===== src/rtl/hbr_pkg.sv =====
package hbr_pkg;
  localparam logic [2:0] MODE_INTEL = 3'b000;
  localparam logic [2:0] MODE_MOTO  = 3'b001;
  localparam logic [2:0] MODE_SYNC  = 3'b100;

  function automatic logic mode_legal(input logic [2:0] m);
    return (m == MODE_INTEL) || (m == MODE_MOTO) || (m == MODE_SYNC);
  endfunction
endpackage


===== src/rtl/hbr_sync.sv =====
module hbr_sync #(
  parameter int          W      = 3,
  parameter logic [W-1:0] IDLE  = '1
) (
  input  logic         clk,
  input  logic         rst_n,
  input  logic [W-1:0] d,
  output logic [W-1:0] q
);
  logic [W-1:0] stage1;

  always_ff @(posedge clk or negedge rst_n) begin
    if (!rst_n) begin
      stage1 <= IDLE;
      q      <= IDLE;
    end else begin
      stage1 <= d;
      q      <= stage1;
    end
  end
endmodule


===== src/rtl/hbr_decode.sv =====
module hbr_decode
  import hbr_pkg::*;
#(
  parameter int AW = 4,
  parameter int DW = 8
) (
  input  logic          clk,
  input  logic          rst_n,
  input  logic [2:0]    mode_sel,
  input  logic          cs_n,
  input  logic          strb_a,
  input  logic          strb_b,
  input  logic          sy_cs_n,
  input  logic          sy_a,
  input  logic          sy_b,
  input  logic [AW-1:0] addr,
  input  logic [DW-1:0] din,
  output logic          wr_en,
  output logic [AW-1:0] wr_addr,
  output logic [DW-1:0] wr_data,
  output logic          rd_start,
  output logic          drive_en
);
  logic          intel_wa;
  logic          prev_wa;
  logic          act_lvl;
  logic          prev_act;
  logic [AW-1:0] hold_addr;
  logic [DW-1:0] hold_data;

  assign intel_wa = ~sy_cs_n & ~sy_b;

  always_comb begin
    act_lvl  = 1'b0;
    wr_en    = 1'b0;
    wr_addr  = addr;
    wr_data  = din;
    rd_start = 1'b0;
    drive_en = 1'b0;
    case (mode_sel)
      MODE_INTEL: begin
        act_lvl  = ~sy_cs_n & ~sy_a;
        rd_start = act_lvl & ~prev_act;
        wr_en    = prev_wa & ~intel_wa;
        wr_addr  = hold_addr;
        wr_data  = hold_data;
        drive_en = ~cs_n & ~strb_a;
      end
      MODE_MOTO: begin
        act_lvl  = ~sy_cs_n & ~sy_a;
        wr_en    = act_lvl & ~prev_act & ~sy_b;
        rd_start = act_lvl & ~prev_act & sy_b;
        drive_en = ~cs_n & ~strb_a & strb_b;
      end
      MODE_SYNC: begin
        act_lvl  = ~cs_n & strb_b;
        rd_start = act_lvl & ~prev_act;
        wr_en    = ~cs_n & ~strb_a & ~strb_b;
        drive_en = ~cs_n & strb_b;
      end
      default: ;
    endcase
  end

  always_ff @(posedge clk or negedge rst_n) begin
    if (!rst_n) begin
      prev_wa   <= 1'b0;
      prev_act  <= 1'b0;
      hold_addr <= '0;
      hold_data <= '0;
    end else begin
      prev_wa  <= intel_wa;
      prev_act <= act_lvl;
      if (mode_sel == MODE_INTEL && intel_wa) begin
        hold_addr <= addr;
        hold_data <= din;
      end
    end
  end

  // asynchronous personalities never issue back-to-back write commits
  p_single_commit_r9: assert property (@(posedge clk) disable iff (!rst_n)
    (wr_en && mode_sel != MODE_SYNC) |=> !wr_en);

  // the bus is only driven under a legal personality
  p_drive_legal_mode_r1: assert property (@(posedge clk) disable iff (!rst_n)
    drive_en |-> mode_legal(mode_sel));

  // no write commit under an illegal personality
  p_no_write_bad_mode_r1: assert property (@(posedge clk) disable iff (!rst_n)
    wr_en |-> mode_legal(mode_sel));
endmodule


===== src/rtl/hbr_regfile.sv =====
module hbr_regfile #(
  parameter int AW       = 4,
  parameter int DW       = 8,
  parameter int NUM_REGS = 12
) (
  input  logic          clk,
  input  logic          rst_n,
  input  logic          wr_en,
  input  logic [AW-1:0] wr_addr,
  input  logic [DW-1:0] wr_data,
  input  logic [AW-1:0] rd_addr,
  output logic [DW-1:0] rd_data
);
  localparam int SPAN = 1 << AW;
  localparam int LAST = (NUM_REGS < SPAN) ? NUM_REGS : SPAN;

  logic [LAST-1:0][DW-1:0] regs;

  always_ff @(posedge clk or negedge rst_n) begin
    if (!rst_n) begin
      regs <= '0;
    end else if (wr_en) begin
      for (int i = 0; i < LAST; i++) begin
        if (wr_addr == AW'(i)) regs[i] <= wr_data;
      end
    end
  end

  always_comb begin
    rd_data = '0;
    for (int i = 0; i < LAST; i++) begin
      if (rd_addr == AW'(i)) rd_data = regs[i];
    end
  end

  // contents only move on a write
  p_hold_without_write_r8: assert property (@(posedge clk) disable iff (!rst_n)
    !wr_en |=> $stable(regs));

  // writes beyond the bank leave it untouched
  p_unimpl_write_ignored_r8: assert property (@(posedge clk) disable iff (!rst_n)
    (wr_en && 32'(wr_addr) >= LAST) |=> $stable(regs));
endmodule


===== src/rtl/hbr_top.sv =====
module hbr_top
  import hbr_pkg::*;
#(
  parameter int AW       = 4,
  parameter int DW       = 8,
  parameter int NUM_REGS = 12
) (
  input  logic          clk,
  input  logic          rst_n,
  input  logic [2:0]    mode_sel,
  input  logic          cs_n,
  input  logic          strb_a,
  input  logic          strb_b,
  input  logic [AW-1:0] addr,
  input  logic [DW-1:0] data_in,
  output logic [DW-1:0] data_out,
  output logic          data_oe,
  output logic          wr_pulse,
  output logic          rd_pulse
);
  logic [2:0]    sy;
  logic          wr_en;
  logic          rd_start;
  logic [AW-1:0] wr_addr;
  logic [DW-1:0] wr_data;

  hbr_sync #(.W(3), .IDLE(3'b111)) u_sync (
    .clk   (clk),
    .rst_n (rst_n),
    .d     ({cs_n, strb_a, strb_b}),
    .q     (sy)
  );

  hbr_decode #(.AW(AW), .DW(DW)) u_decode (
    .clk      (clk),
    .rst_n    (rst_n),
    .mode_sel (mode_sel),
    .cs_n     (cs_n),
    .strb_a   (strb_a),
    .strb_b   (strb_b),
    .sy_cs_n  (sy[2]),
    .sy_a     (sy[1]),
    .sy_b     (sy[0]),
    .addr     (addr),
    .din      (data_in),
    .wr_en    (wr_en),
    .wr_addr  (wr_addr),
    .wr_data  (wr_data),
    .rd_start (rd_start),
    .drive_en (data_oe)
  );

  hbr_regfile #(.AW(AW), .DW(DW), .NUM_REGS(NUM_REGS)) u_regs (
    .clk     (clk),
    .rst_n   (rst_n),
    .wr_en   (wr_en),
    .wr_addr (wr_addr),
    .wr_data (wr_data),
    .rd_addr (addr),
    .rd_data (data_out)
  );

  always_ff @(posedge clk or negedge rst_n) begin
    if (!rst_n) begin
      wr_pulse <= 1'b0;
      rd_pulse <= 1'b0;
    end else begin
      wr_pulse <= wr_en;
      rd_pulse <= rd_start;
    end
  end

  // a deselected device never drives the bus
  p_release_when_deselected_r2: assert property (@(posedge clk) disable iff (!rst_n)
    cs_n |-> !data_oe);

  // a write pulse is always preceded by a selected cycle in the previous cycle
  p_pulse_after_select_r9: assert property (@(posedge clk) disable iff (!rst_n)
    (wr_pulse && $past(mode_sel) == MODE_SYNC) |-> !$past(cs_n));
endmodule


===== config.mk =====
export PLATFORM = sky130hd
export DESIGN_NAME = hbr_top
export DESIGN_NICKNAME = d
export VERILOG_FILES = /design/src/rtl/hbr_pkg.sv /design/src/rtl/hbr_sync.sv /design/src/rtl/hbr_decode.sv /design/src/rtl/hbr_regfile.sv /design/src/rtl/hbr_top.sv
export SDC_FILE = /design/constraint.sdc
export NUM_CORES = 1
export LEC_CHECK = 0
export BUFFER_PORTS_ARGS = -buffer_cell sky130_fd_sc_hd__buf_2
export CAP_MARGIN = 20
export CELL_PAD_IN_SITES_DETAIL_PLACEMENT = 1
export CELL_PAD_IN_SITES_GLOBAL_PLACEMENT = 2
export CORE_MARGIN = 3
export CORE_UTILIZATION = 39
export CTS_CLUSTER_SIZE = 30
export DETAILED_ROUTE_END_ITERATION = 7
export GPL_ROUTABILITY_DRIVEN = 0
export GPL_TIMING_DRIVEN = 1
export PLACE_DENSITY = 0.81
export SKIP_LAST_GASP = 1
export SYNTH_ARGS = -nofsm -noshare
export SYNTH_HDL_FRONTEND = slang
export SYNTH_SLANG_ARGS = --single-unit
export TNS_END_PERCENT = 5

===== constraint.sdc =====
create_clock -name clk -period 2.85 [get_ports clk]
set_clock_uncertainty 0.15 [all_clocks]
set_input_delay 0.57 -clock clk [delete_from_list [all_inputs] [get_ports clk]]
set_output_delay 0.57 -clock clk [all_outputs]
set_load 0.03 [all_outputs]

==> impl_metrics.csv, run 1 <==
group,metric,value,unit
logic_synthesis,postSynthCellCount,456,
sta,tns,0,ns
power,comb_power_share,0.134,
setup_path,path_class,"input port to primary output",
power,peakVddDrop,0.399,mV
clock_tree,cts.sinks,118,
final_layout,drive_gt1_frac,0.505,
logic_synthesis,netlist_area,5840,um2
drt,wl,14500,um
job,max_cap_viol_count,0,
power,leakagePower,3.33,nW
global_route,grt_pass1_wl,23700,um
final_layout,final_common_cell,"mux2_2",
sta,drv_slew,0,
drt,ant_nets,0,
power,power.density,625,nW/um2
drt,drc,0,
global_route,grt_usage,0.189,
sta,fmax,357,MHz
drt,firstDrtPassIters,6,
floorplan,die_w,128,um
sta,rsz0062_at_grt,"yes",
final_layout,final_cells,717,
logic_synthesis,post-synth-top-area-cell,"dfrtp_1",
clock_tree,path_clk_slew,0.05,ns
logic_synthesis,synthArstFlopShare,1.00,
logic_synthesis,yosysTopAreaCellShare,0.480,
logic_synthesis,syn_nets,476,
logic_synthesis,ys_ff_latch,118,
final_layout,nets,540,
setup_path,rrSetupSlack,0.49,ns
sta,setup-violations-final,0,
setup_path,critPathCaptureType,"primary output",
placement,dpl.hpwl,10300,um
sta,worstMarginPinSlew,0.915,ns
global_route,first_global_vias,4332,
floorplan,start_util,0.400,
clock_tree,cts_buffers,17,
clock_tree,htreeDepth,4,
power,total_power,4.56,mW
logic_synthesis,ys_top_cells_by_area,"dfrtp_1 48%, mux2_2 23%, nor4_4 4.4%",
final_layout,antenna_cells,0,
min_path,min_path_cells,1,
global_route,antenna_found_initial,0,
logic_synthesis,synth-seq-area-share,0.507,
clock_tree,insertion_delay,0.41,ns
setup_path,critPathMaxFanout,7,
setup_path,worstPathArrival,2.08,ns
global_route,grt-ovfl-total,0,
power,swShare,0.259,
power,p_clk_frac,0.437,
sta,hold_viol,0,
outcome,status,"completed",
setup_path,startpoint_type,"input port",
logic_synthesis,synth_cell_types,44,
logic_synthesis,avgSynthCellArea,12.8,um2
power,sequentialPowerShare,0.429,
floorplan,dieArea,16500,um2
drt,routed_via_density,5.49,
floorplan,io_pins,31,
setup_path,required,2.13,ns
logic_synthesis,ys.flop_type,"dfrtp_1",
sta,max_slew_margin,0.373,
sta,period_needed,2.80,ns
final_layout,final_cell_mix,"118 x mux2_2, 112 x dfrtp_1, 36 x buf_4, 23 x buf_2, 20 x mux2i_1",
floorplan,num_rows,44,
global_route,grt_max_degree,34,
floorplan,core,14600,um2
min_path,min_path_type,"input port to flip-flop",
drt,wire_per_inst,20.2,um
placement,portBuffers,30,
drt,drt_iter0_drc,166,
setup_path,r2r_cells,7,
clock_tree,clockBufferDepth,2,
clock_tree,cts_root_buf,"clkbuf_16",
floorplan,die_h,128,um
clock_tree,cts_tree,"built",
sta,fin_crit_sh,0.984,
logic_synthesis,synth_edf_count,0,
final_layout,area_growth_syn_to_layout,25.0,%
power,internal-power,3.37,mW
drt,dr_total_vias,3937,
placement,post-place-cells,683,
power,p_switching,1.18,mW
logic_synthesis,ys_warn_count,0,
[flip-flops by register name, indices dropped and copies added, names as in the netlist]
signal / count
u_sync.q: 3
u_regs.regs: 96
u_sync.stage1: 3
u_decode.hold_addr: 4
u_decode.hold_data: 8
wr_pulse: 1
rd_pulse: 1
u_decode.prev_wa: 1
u_decode.prev_act: 1
[metrics by stage]
stage	cell area [um2]	hold slack, ns	setup slack (ns)	util
3_5_place_dp	6620	0.197	-0.0478	0.454
6_report	7300	0.129	0.0450	0.500
3_3_place_gp	6620	0.196	-0.00281	0.454
2_1_floorplan	5910	0.124	0.00777	-
5_1_grt	7300	0.110	-0.0152	0.500
4_1_cts	7200	0.109	-0.0101	0.493
[worst paths after layout]
| check | start | to |
|---|---|---|
| max | addr[3] | data_out[6] |
| min | cs_n | u_sync.stage1[2] |
| max reg2reg | u_sync.q[1] | u_regs.regs[23] |
| min reg2reg | u_sync.stage1[0] | u_sync.q[0] |
| max in group asynchronous | rst_n | u_regs.regs[91] |
| min in group asynchronous | rst_n | u_decode.hold_data[0] |
[cells by family after synthesis]
family / count (synthesis) / share of synthesized area
AO/OA/AOI/OAI: 83 / 0.0924
buffers and inverters: 42 / 0.0306
flip-flops: 118 / 0.507
multiplexers: 141 / 0.273
AND/OR/NAND/NOR: 72 / 0.0966
[Yosys cell counts, drive strengths merged (2+ instances only)]
library cell    n
o211ai          3
a22oi           4
o221ai          2
or2             2
nor3            6
nand3           2
nor4           13
a221o           2
a21o            7
a2bb2oi         2
o32ai           2
a21oi          18
buf            12
nor2b           9
a221oi          2
o22ai           3
dfrtp         112
o21ai          19
clkbuf         21
nor2           19
o2bb2ai         2
and3            2
mux2          118
mux4            3
nand2           8
a31oi           8
nand2b          6
mux2i          20
dfstp           6
a211oi          6
inv             9
[critical path: stages]
cell and delay (ns):
buf_2 0.16, buf_4 0.17, nor2b_1 0.14, buf_4 0.16, nand2b_1 0.10, o21ai_0 0.09
a221o_1 0.38, a21oi_2 0.14, buf_4 0.16
[cell type report]
cell class / count / area, um2
Inverter: 9 / 33.8
Timing Repair Buffer: 78 / 696
Clock buffer: 19 / 453
Tap cell: 184 / 230
Clock inverter: 13 / 108
Multi-Input combinational cell: 296 / 2820
Sequential cell: 118 / 2960
Fill cell: 1494 / 7290
[power by group through the flow]
stage | Sequential, mW | Clock [mW] | Combinational (mW)
2_1_floorplan | 1.95 | 0 | 0.406
3_3_place_gp | 1.97 | 0 | 0.572
3_5_place_dp | 1.98 | 0 | 0.597
4_1_cts | 1.95 | 2.04 | 0.602
5_1_grt | 1.98 | 2.12 | 0.669
6_report | 1.96 | 1.99 | 0.611
[layer usage]
metal  vias to the layer above  share of wire  GRT usage
met5                         -              0          0
met4                         0          0.020     0.0705
met3                        20          0.026     0.0477
met2                        48           0.51      0.316
met1                      2061           0.44      0.238
li1                       1808              -          -
[repair_timing]
action | 4_1_cts | 5_1_grt
endpoints found under the hold margin | 23 | 0
hold buffers | 1 | 0
gates resized for setup | 2 | 26
endpoints found under the setup margin | 4 | 8
pin swaps | 0 | 4
setup buffers | 0 | 1
Note: power is estimated with default switching activity, not from simulation.
==> run 2: changes to the inputs <==
PLACE_DENSITY = 0.78   (was 0.81)
==> impl_metrics.csv, run 2 (synthesis gave the netlist of run 1 again) <==
group,metric,value,unit
outcome,status,"completed",
sta,rsz0062_at_grt,"yes",
final_layout,drive_gt1_frac,0.489,
min_path,min_from,"cs_n",
clock_tree,htreeDepth,4,
clock_tree,clockBufferDepth,2,
setup_path,r2r_end,"u_regs.regs[23]",
sta,fin_crit_sh,0.984,
clock_tree,post_cts.repair.setup_buffers,0,
sta,drv_slew,0,
drt,wire_per_inst,20.7,um
floorplan,num_rows,44,
drt,drc,0,
final_layout,largestRegisters,"u_regs.regs (96), u_decode.hold_data (8), u_decode.hold_addr (4)",
drt,wl,14800,um
final_layout,final_common_cell,"mux2_2",
min_path,min_path_cells,1,
clock_tree,path_clk_slew,0.05,ns
setup_path,critPathCaptureType,"primary output",
floorplan,dieArea,16500,um2
clock_tree,cts_root_buf,"clkbuf_16",
final_layout,final_cells,714,
clock_tree,insertion_delay,0.41,ns
sta,max_slew_margin,0.358,
placement,dpl.hpwl,10400,um
sta,period_needed,2.80,ns
min_path,hold_end,"u_sync.stage1[2]",
global_route,grt_pass1_wl,24000,um
global_route,first_global_vias,4323,
clock_tree,cts.sinks,118,
drt,ant_nets,0,
job,max_cap_viol_count,0,
setup_path,worstPathArrival,2.08,ns
power,leakagePower,3.33,nW
global_route,grt-ovfl-total,0,
sta,whs,0.133,ns
final_layout,area_growth_syn_to_layout,25.2,%
final_layout,design_area,7310,um2
floorplan,core,14600,um2
sta,setup-violations-final,0,
placement,postPlaceCellArea,6660,um2
final_layout,antenna_cells,0,
floorplan,start_util,0.400,
setup_path,startpoint_type,"input port",
placement,portBuffers,30,
setup_path,reg2reg_from,"u_sync.q[1]",
final_layout,layout.area.seq,2960,um2
sta,hold_viol,0,
global_route,grt_usage,0.193,
final_layout,final_util,0.501,
placement,post-place-cells,681,
setup_path,r2r_cells,7,
clock_tree,cts_tree,"built",
drt,firstDrtPassIters,7,
final_layout,largest_reg_flops,96,
power,power.density,632,nW/um2
final_layout,regMostFlops,"u_regs.regs",
drt,drt_iter0_drc,187,
final_layout,final_cell_mix,"118 x mux2_2, 112 x dfrtp_1, 27 x buf_4, 24 x buf_2, 20 x mux2i_1",
sta,fmax,357,MHz
setup_path,critPathMaxFanout,5,
drt,dr_total_vias,3933,
setup_path,required,2.13,ns
drt,routed_via_density,5.51,
setup_path,path_class,"input port to primary output",
floorplan,die_h,128,um
min_path,min_path_type,"input port to flip-flop",
final_layout,nets,537,
global_route,grt_max_degree,62,
sta,worstMarginPinSlew,0.936,ns
setup_path,rrSetupSlack,0.46,ns
final_layout,fillerInstances,1486,
floorplan,die_w,128,um
floorplan,io_pins,31,
sta,tns,0,ns
global_route,antenna_found_initial,0,
power,peakVddDrop,0.403,mV
clock_tree,cts_buffers,17,
final_layout,multi_input_area,2800,um2
==> run 2: cell count changes in the layout (fill, tap and decap cells not counted), sizes merged <==
| cell | previous run | this run |
|---|---|---|
| buf | 75 | 73 |
| clkbuf | 21 | 30 |
| clkinv | 8 | 2 |
| clkinvlp | 4 | 0 |
==> run 2: per-stage QoR <==
stage	power, mW	setup WS [ns]
2_1_floorplan	2.35	0.00777
3_3_place_gp	2.54	-0.0775
3_5_place_dp	2.58	-0.0795
4_1_cts	4.67	-0.0138
5_1_grt	4.83	-0.0259
6_report	4.62	0.0461
==> run 2: how the worst max path moves through the flow <==
stage,to,startpoint,cells after the start,slack (ns)
after floorplan,data_out[3],addr[1],7,0.008
after global placement,data_out[3],addr[0],8,-0.08
after detailed placement,data_out[3],addr[0],8,-0.08
after CTS,data_out[7],u_regs.regs[23],5,-0.01
after global routing,data_out[1],addr[0],8,-0.03
final,data_out[0],addr[0],7,0.05
==> run 2: what timing repair did <==
action                                  in CTS  in global routing
endpoints found under the hold margin       31                  0
hold buffers                                 1                  0
resized for setup                            5                 19
endpoints found under the setup margin       6                  8
pin swaps                                    0                  5
==> run 2: where the power goes <==
part           switching, mW  internal, mW  leakage, nW
Clock                  0.721          1.34        0.282
Sequential            0.0992          1.86         1.58
Combinational          0.322         0.285         1.48
Total                   1.14          3.48         3.33
==> run 2: layout make-up <==
cell class | instances | area share
Clock buffer | 29 | 0.0726
Sequential cell | 118 | 0.405
Timing Repair Buffer | 75 | 0.0984
Multi-Input combinational cell | 296 | 0.383
Clock inverter | 3 | 0.00548
Tap cell | 184 | 0.0315
Inverter | 9 | 0.00462
==> run 2: critical path, cell delays in order <==
cell      delay [ns]
clkbuf_4        0.16
buf_4           0.13
mux4_2          0.51
or2_2           0.29
a22oi_1         0.19
a21oi_2         0.05
buf_2           0.18
==> run 2: routing by layer <==
layer	track usage	part of all wire	up-vias	wire, um
met2	0.318	0.50	46	7380
met4	0.0712	0.014	0	210
met1	0.254	0.46	2066	6850
met5	0	0	-	0
met3	0.0365	0.024	18	361
li1	-	-	1803	-
